## src/rtl/cop_pkg.sv

```systemverilog
package cop_pkg;
    parameter int WORD_W = 32;
    parameter int FLAG_N = 6;
    parameter int FCODE_W = 4;

    localparam int FN_LSB   = 0;
    localparam int FLAG_LSB = 16;
    localparam int MASK_LSB = 24;

    typedef logic [WORD_W-1:0] word_t;

    typedef struct packed {
        word_t ctrl;
        word_t left;
        word_t leftx;
        word_t right;
        word_t rightx;
    } state_t;

    typedef struct packed {
        logic       valid;
        logic       fn_wr;
        logic [3:0] code;
        logic       res_rd;
        logic       rd_plain;
        logic       fn_legal;
    } dec_t;
endpackage

```

## src/rtl/cop_decode.sv

```systemverilog
module cop_decode
    import cop_pkg::*;
(
    input  logic [5:0] cmd_i,
    output dec_t       dec_o
);
    logic [3:0] code;

    always_comb begin
        code            = cmd_i[3:0];
        dec_o.valid     = cmd_i[5];
        dec_o.fn_wr     = cmd_i[5] & cmd_i[4];
        dec_o.code      = code;
        dec_o.res_rd    = cmd_i[5] & (code[2:1] == 2'b11);
        dec_o.rd_plain  = cmd_i[5] & code[3] & (code[2:0] <= 3'd4);
        dec_o.fn_legal  = !(code == 4'd1 || code == 4'd3 || code == 4'd5);
    end
endmodule

```

## src/rtl/cop_stub_engine.sv

```systemverilog
module cop_stub_engine
    import cop_pkg::*;
#(
    parameter int LAT_W = 8
) (
    input  logic              clk,
    input  logic              rst_n,
    input  logic              restart_i,
    input  logic [LAT_W-1:0]  lat_i,
    input  word_t             left_i,
    input  word_t             leftx_i,
    input  word_t             right_i,
    input  word_t             rightx_i,
    output word_t             res_o,
    output word_t             resx_o,
    output logic [FLAG_N-1:0] raise_o,
    output logic              done_o,
    output logic [LAT_W-1:0]  cnt_o
);
    logic [LAT_W-1:0] cnt_d, cnt_q;

    always_comb begin
        cnt_d = cnt_q;
        if (restart_i)
            cnt_d = lat_i;
        else if (cnt_q != '0)
            cnt_d = cnt_q - 1'b1;
    end

    always_ff @(posedge clk) begin
        if (!rst_n) cnt_q <= '0;
        else        cnt_q <= cnt_d;
    end

    assign res_o   = left_i + right_i;
    assign resx_o  = leftx_i ^ rightx_i;
    assign raise_o = leftx_i[FLAG_N-1:0];
    assign done_o  = (cnt_q == '0);
    assign cnt_o   = cnt_q;
endmodule

```

## src/rtl/cop_fault_enc.sv

```systemverilog
module cop_fault_enc
    import cop_pkg::*;
(
    input  logic [FLAG_N-1:0]  hit_i,
    output logic [FLAG_N-1:0]  first_o,
    output logic [FCODE_W-1:0] code_o
);
    genvar gi;
    generate
        for (gi = 0; gi < FLAG_N; gi++) begin : g_first
            if (gi == 0) begin : g_lsb
                assign first_o[gi] = hit_i[gi];
            end else begin : g_up
                assign first_o[gi] = hit_i[gi] & ~|hit_i[gi-1:0];
            end
        end
    endgenerate

    always_comb begin
        code_o = '0;
        for (int k = 0; k < FLAG_N; k++)
            if (first_o[k]) code_o = code_o | FCODE_W'(k + 1);
    end
endmodule

```

## src/rtl/cop_frontend.sv

```systemverilog
module cop_frontend
    import cop_pkg::*;
#(
    parameter int LAT_W = 8
) (
    input  logic              clk,
    input  logic              rst_n,
    input  logic [5:0]        cmd_i,
    input  logic [31:0]       bus_a_i,
    input  logic [31:0]       bus_b_i,
    input  logic [LAT_W-1:0]  eng_lat_i,
    output logic [31:0]       bus_b_o,
    output logic              bus_b_oe_o,
    output logic              reject_o,
    output logic [3:0]        fault_o
);
    state_t state_d, state_q;
    dec_t   dec;
    logic   restart;
    word_t  res, resx;
    logic [FLAG_N-1:0]  raise, flags_new, unmasked, first;
    logic [FCODE_W-1:0] fcode;
    logic               done;
    logic [LAT_W-1:0]   eng_cnt;

    cop_decode u_dec (.cmd_i(cmd_i), .dec_o(dec));

    cop_stub_engine #(.LAT_W(LAT_W)) u_eng (
        .clk(clk), .rst_n(rst_n), .restart_i(restart), .lat_i(eng_lat_i),
        .left_i(state_q.left), .leftx_i(state_q.leftx),
        .right_i(state_q.right), .rightx_i(state_q.rightx),
        .res_o(res), .resx_o(resx), .raise_o(raise),
        .done_o(done), .cnt_o(eng_cnt)
    );

    assign flags_new = state_q.ctrl[FLAG_LSB +: FLAG_N] | raise;
    assign unmasked  = flags_new & ~state_q.ctrl[MASK_LSB +: FLAG_N];

    cop_fault_enc u_enc (.hit_i(unmasked), .first_o(first), .code_o(fcode));

    always_comb begin
        logic go, faulted;
        state_d    = state_q;
        restart    = 1'b0;
        bus_b_o    = '0;
        bus_b_oe_o = 1'b0;
        reject_o   = dec.res_rd & ~done;
        go         = dec.valid & ~reject_o;
        faulted    = go & dec.res_rd & (fcode != '0);
        fault_o    = faulted ? fcode : '0;

        if (go) begin
            if (dec.res_rd)
                state_d.ctrl[FLAG_LSB +: FLAG_N] = flags_new;
            if (dec.fn_wr && dec.fn_legal) begin
                state_d.ctrl[FN_LSB +: 8] = bus_a_i[7:0];
                restart = 1'b1;
            end
            case (dec.code)
                4'd0: begin state_d.left = bus_b_i; restart = 1'b1; end
                4'd1: begin
                    state_d.left  = bus_b_i;
                    state_d.leftx = bus_a_i;
                    restart       = 1'b1;
                end
                4'd2: begin state_d.right = bus_b_i; restart = 1'b1; end
                4'd3: begin
                    state_d.right  = bus_b_i;
                    state_d.rightx = bus_a_i;
                    restart        = 1'b1;
                end
                4'd4: begin state_d.ctrl = bus_b_i; restart = 1'b1; end
                4'd5: begin
                    state_d.left  = bus_b_i;
                    state_d.right = bus_a_i;
                    restart       = 1'b1;
                end
                4'd6: if (!faulted) begin
                    state_d.left  = res;
                    state_d.leftx = resx;
                    restart       = 1'b1;
                end
                4'd7: if (!faulted) begin
                    state_d.right  = res;
                    state_d.rightx = resx;
                    restart        = 1'b1;
                end
                4'd8:  begin bus_b_o = state_q.left;   bus_b_oe_o = 1'b1; end
                4'd9:  begin bus_b_o = state_q.leftx;  bus_b_oe_o = 1'b1; end
                4'd10: begin bus_b_o = state_q.right;  bus_b_oe_o = 1'b1; end
                4'd11: begin bus_b_o = state_q.rightx; bus_b_oe_o = 1'b1; end
                4'd12: begin bus_b_o = state_q.ctrl;   bus_b_oe_o = 1'b1; end
                4'd14: if (!faulted) begin bus_b_o = res;  bus_b_oe_o = 1'b1; end
                4'd15: if (!faulted) begin bus_b_o = resx; bus_b_oe_o = 1'b1; end
                default: ;
            endcase
        end
    end

    always_ff @(posedge clk) begin
        if (!rst_n) state_q <= '0;
        else        state_q <= state_d;
    end
endmodule

```

## config.mk

```make
export PLATFORM = sky130hd
export DESIGN_NAME = cop_frontend
export DESIGN_NICKNAME = d
export VERILOG_FILES = /design/src/rtl/cop_pkg.sv /design/src/rtl/cop_decode.sv /design/src/rtl/cop_stub_engine.sv /design/src/rtl/cop_fault_enc.sv /design/src/rtl/cop_frontend.sv
export SDC_FILE = /design/constraint.sdc
export NUM_CORES = 1
export LEC_CHECK = 0
export BUFFER_PORTS_ARGS = -buffer_cell sky130_fd_sc_hd__buf_2
export CAP_MARGIN = 20
export CORE_MARGIN = 1.5
export CORE_UTILIZATION = 56
export DETAILED_ROUTE_END_ITERATION = 8
export HOLD_SLACK_MARGIN = 0.02
export PLACE_DENSITY = 0.78
export SLEW_MARGIN = 25
export SYNTH_ARGS = -nofsm -noshare
export SYNTH_HDL_FRONTEND = slang
export SYNTH_SLANG_ARGS = --single-unit
```

## constraint.sdc

```tcl
create_clock -name clk -period 6.3 [get_ports clk]
set_input_delay 1.26 -clock clk [delete_from_list [all_inputs] [get_ports clk]]
set_output_delay 1.26 -clock clk [all_outputs]
set_load 0.02 [all_outputs]
```

After elaboration in Yosys (flattened, before gate mapping)
Cells that the tools add are included.
- equality and inequality tests: 17
- add/sub/neg operators: 2
- reductions and logical operators: 37
- bitwise gates (word level): 17
- magnitude comparators: 0
- multiply operators: 0
- shifts and indexed selects: 0
- div/mod/pow operators: 0
- muxes and demuxes: 28
- operators with widths (cell ; number):
    $pmux W32 S7 ; 1
    $pmux W32 S2 ; 3
    $mux W32 ; 3
    $pmux W32 S3 ; 1
    $mux W64 ; 1
    $add A32 B32 Y32 ; 1
    $xor A32 B32 Y32 ; 1
    $eq A4 B4 Y1 const B ; 7
    $mux W8 ; 3
    $mux W22 ; 1
    $eq A4 B3 Y1 const B ; 4
    $reduce_and A3 Y1 ; 4
    $reduce_bool A2 Y1 ; 6
    $and A1 B1 Y1 ; 11
    $reduce_or A5 Y1 ; 2
    $mux W3 ; 3
    $eq A4 B2 Y1 const B ; 2
    $logic_not A8 Y1 ; 1
    $reduce_bool A8 Y1 ; 1
    $reduce_or A2 Y1 ; 4
    $sub A8 B1 Y8 const B ; 1
    $and A6 B6 Y6 ; 1
    $logic_not A1 Y1 ; 6
    $mux W1 ; 6
    other kinds (19) ; 27
- memories kept: 0
- bits in read-only memories: 0
- flip-flop bits (word level): 168
- output and inout bits: 38
- bits in latches: 0
- bits of input ports: 80
- RAM bits: 0

Logic depth before layout (Yosys ltp)
- depth in word-level cells: 15
- gate-level depth with buffers: 11
- depth with buffers taken out: 11

Cells and area by module
A second synthesis with hierarchy kept.
- cell total of the unflattened synthesis: 1450
- area total of the unflattened synthesis: 11962.7 µm²
- by module, submodules not included (module ; cells each ; area an instance (µm²) ; times used ; sequential area each (µm²)):
    cop_frontend ; 1095 ; 9298.9 ; 1 ; 3203.1
    cop_stub_engine ; 328 ; 2484.9 ; 1 ; 160.2
    cop_fault_enc ; 16 ; 106.4 ; 1 ; 0.0
    cop_decode ; 11 ; 72.6 ; 1 ; 0.0

Least setup slack after synthesis
OpenSTA, ideal clock, no wires.
- path type: input port to output port
- from: in cmd_i[1]
- to: out bus_b_o[23]
- buffers on the path: 4
- arrival time: 3.273 ns
- stages: 7
- setup slack: 1.767 ns
- cell sequence: clkbuf_1 -> buf_2 -> buf_1 -> buf_1 -> mux4_2 -> a222oi_1 -> a21oi_1
- cells in the longest elaborated chain, start to end: 10
- elaborated cells between the ends (all ways): 18
- RTL lines (what ; RTL line ; RTL):
    start: declaration ; cop_frontend.sv:8 ; input logic [5:0] cmd_i,
    $eq A2 B2 Y1 ; cop_decode.sv:14 ; dec_o.res_rd = cmd_i[5] & (code[2:1] == 2'b11);
    $and A1 B1 Y1 ; cop_decode.sv:14 ;
    $and A1 B1 Y1 ; cop_frontend.sv:47 ; reject_o = dec.res_rd & ~done;
    $not A1 Y1 ; cop_frontend.sv:48 ; go = dec.valid & ~reject_o;
    $and A1 B1 Y1 ; cop_frontend.sv:48 ;
    $and A1 B1 Y1 (2 in a row) ; cop_frontend.sv:49 ; faulted = go & dec.res_rd & (fcode != '0);
    $mux W32, on equally long branches ; cop_frontend.sv:94, cop_frontend.sv:93 ;
    $pmux W32 S7 ; cop_frontend.sv:59 ; case (dec.code)
    $mux W32 * ; cop_frontend.sv:52 ; if (go) begin
    end: declaration ; cop_frontend.sv:12 ; output logic [31:0] bus_b_o,
Every way passes the cells marked *; elsewhere a longest branch is shown, timed or not.

Worst setup path in the final report
- from: reg state_q[105] in the netlist's numbering
- to: out bus_b_o[25]
- cells in the longest elaborated chain, start to end: 4
- RTL lines (what ; RTL line ; RTL):
    start: declaration ; cop_frontend.sv:17 ; state_t state_d, state_q;
    start signal: assignment ; cop_frontend.sv:102 ; else state_q <= state_d;
    $add A32 B32 Y32 ; cop_stub_engine.sv:35 ; assign res_o = left_i + right_i;
    $mux W32 ; cop_frontend.sv:93 ; 4'd14: if (!faulted) begin bus_b_o = res; bus_b_oe_o = 1'b1; end
    $pmux W32 S7 ; cop_frontend.sv:59 ;
    $mux W32 ; cop_frontend.sv:52 ;
No other way between the ends.

==> flow_metrics.tcl <==
set metrics [dict create \
    drt-initial-drc-count 2070 \
    pin_count 118 \
    leakage_nw 5.46 \
    routed_wl_um 46700 \
    setup-tns-final_ns 0 \
    rsz0062_at_grt "false" \
    irDropWorstVdd_mv 0.228 \
    start_kind "flop" \
    async_reset_ff_share_pct 0 \
    nets 1819 \
    fmax_mhz 190 \
    clkTransAtPathRegs_ns 0.07 \
    whs_endpoint "state_q[141]" \
    rows 53 \
    syn_area_mm2 0.0122 \
    grt_pass1_vias 11379 \
    setup_viol 0 \
    hpwl_um 33900 \
    clock_latency_ns 0.44 \
    stdcell_count 1993 \
    io_buffers 116 \
    period_needed_ns 5.28 \
    hold_depth 2 \
    routed-via-count 13368 \
    wl_met1_um 20200 \
    layout-drive-gt1-share_pct 12.3 \
    die_height_um 151 \
    netlist.area_leader.share_pct 27.5 \
    post_drt_via_cell_ratio 6.71 \
    synth_seq_cells 168 \
    hold_violations 0 \
    diodes 0 \
    rr_endpoint "state_q[53]" \
    cp_max_fo 5 \
    worstPathArrival_ns 4.02 \
    cts_tree "done" \
    drv_cap 0 \
    period_share_pct 83.8 \
    synth.area.top_cells "dfxtp_1 (27%), nand2_1 (8.2%), o21ai_0 (7.2%)" \
    root_buffer "clkbuf_16" \
    hp-class "reg2reg" \
    rrSetupSlack_ns 2.64 \
    synth_ff_type "dfxtp_1" \
    cts_sinks 168 \
    power.density_mw_per_mm2 214 \
    die-area_mm2 0.0228 \
    crit_type "reg2out" \
    ys_types 67 \
    cts_buffer_depth 2 \
    syn-instance-count 1676 \
    grt_overflow 0 \
    gp_congestion 1.04 \
    cp-end-kind "primary output" \
    antenna_found_initial 1 \
    grt_max_degree 111 \
    detail_route.wl_per_cell_um 23.4 \
    rr_startpoint "u_eng.cnt_o[2]" \
    numCtsBuffers 17 \
    yosys_warnings 0 \
    core_area_mm2 0.0212 \
    dr.pass1.iters 9 \
    holdBufCountCts 0 \
    highest_layer "met5" \
    whs_ns 0.477 \
    max_slew_margin_pct 29.1 \
    synth-edff-count 0 \
    synth_nets 1790 \
    tightest_slew_ns 1.06 \
    die_w_um 151 \
    required_ns 5.04 \
    met3_length_um 6740 \
    area_delta_synth_final_pct 9.98 \
    dp_cells 1960 \
    yosys.area.top_type "dfxtp_1" \
    hp-start "state_q[141]" \
    grtUsageTotal_pct 40.8 \
    syn_area_per_cell_um2 7.31 \
    finalMaxSlewViolations 0 \
    ant_nets 0 \
    initial_utilization_pct 57.7 \
    postCtsSetupRepairBufs 0 \
    seq_area_frac_synth_pct 27.5 \
    fin_worst_skew_ns 0.0171 \
    cts_resized 0 \
    grt_pass1_wl_um 69500 \
    outcome "finished clean" \
    dr_wl_met2_um 18700 \
    cts_max_level 4 \
    r2r_cells 9 \
    drc 0 \
]
routing by layer:
metal	up-vias	GRT usage, %
li1	6125	-
met1	6298	61.5
met2	861	55.8
met3	80	12.2
met4	4	9.32
met5	-	1.82
stage by stage:
step | utilization, % | setup slack [ns] | power (mW) | area [um2]
floorplan | - | 1.77 | 1.61 | 12200
global placement | 60.6 | 1.54 | 1.81 | 12900
finish | 63.5 | 1.02 | 2.88 | 13500
global route | 63.5 | 0.918 | 2.98 | 13500
detailed placement | 60.7 | 1.46 | 1.82 | 12900
CTS | 63.4 | 1.09 | 2.85 | 13400
cell families after synthesis:
group / count (synthesis) / synth area share (%)
AOI/OAI and AO/OA: 590 / 30.7
xor gates and xnor gates: 63 / 4.62
adders and majority gates: 34 / 3.53
buffers and inverters: 148 / 4.97
other: 1 / 0.0306
DFF: 168 / 27.5
muxes: 55 / 5.11
and+or+nand+nor: 617 / 23.5
synth_stat cells, drive strengths merged (12+ instances only):
| master | number |
|---|---|
| nand2 | 269 |
| o21ai | 178 |
| dfxtp | 168 |
| a21oi | 155 |
| nor2 | 148 |
| clkbuf | 109 |
| mux2i | 49 |
| xnor2 | 40 |
| and2 | 39 |
| a22oi | 38 |
| nand3b | 34 |
| nor3b | 34 |
| ha | 33 |
| o211ai | 29 |
| a222oi | 28 |
| buf | 26 |
| o211a | 25 |
| xor2 | 22 |
| nand3 | 21 |
| a21boi | 20 |
| a31oi | 20 |
| nor3 | 19 |
| o22ai | 16 |
| a21o | 14 |
| a211oi | 12 |
| inv | 12 |
worst max-delay path by stage:
stage                 startpoint          end  slack (ns)
floorplan               cmd_i[1]  bus_b_o[23]        1.77
global placement        cmd_i[1]  bus_b_o[15]        1.54
detailed placement      cmd_i[1]  bus_b_o[24]        1.46
CTS                  state_q[32]  bus_b_o[20]        1.09
global route        state_q[105]  bus_b_o[25]        0.92
finish              state_q[105]  bus_b_o[25]        1.02
cell usage in the layout (no fill, tap or decap), drive strengths merged, types with 10 or more instances in the layout:
master	instances
a21boi	20
o22ai	16
a211oi	12
xnor2	40
a31oi	20
xor2	22
or3	11
buf	145
a21o	14
o211ai	29
nand3	21
and2	39
o21bai	10
o21ai	178
clkbuf	20
o211a	25
nand3b	34
a21oi	155
dfxtp	168
nand2	269
a222oi	28
a22oi	38
mux2i	49
nor3	19
nor3b	34
nor2	148
ha	33
nor2b	10
inv	15
state kept, by name, summed over array words and instances (netlist names):
| name | cells |
|---|---|
| state_q | 160 |
| u_eng.cnt_o | 8 |
worst max-delay path: stages, from the launching register on:
cell and delay [ns]:
dfxtp_1 0.45, ha_1 0.34, a21oi_1 0.29, a21oi_1 0.19, or3_1 0.42, o21a_1 0.21
a21oi_1 0.36, o21ai_0 0.21, xnor2_1 0.45, nand2_1 0.12, a31oi_1 0.31, buf_2 0.23
power by group:
| part | leakage (nW) | internal, mW | switching [mW] | total [mW] |
|---|---|---|---|---|
| Clock | 0.281 | 0.572 | 0.481 | 1.05 |
| Combinational | 3.82 | 0.230 | 0.404 | 0.634 |
| Sequential | 1.36 | 1.12 | 0.0751 | 1.20 |
final cells by class:
class / instances / area (um2)
multi-input cells: 1360 / 8320
fillers: 1941 / 7750
flip-flops and latches: 168 / 3360
repair buffers: 145 / 816
clock buffers: 20 / 457
well taps: 275 / 344
clock inverters: 12 / 118
inverters: 13 / 48.8
(Power assumes the default switching activity.)
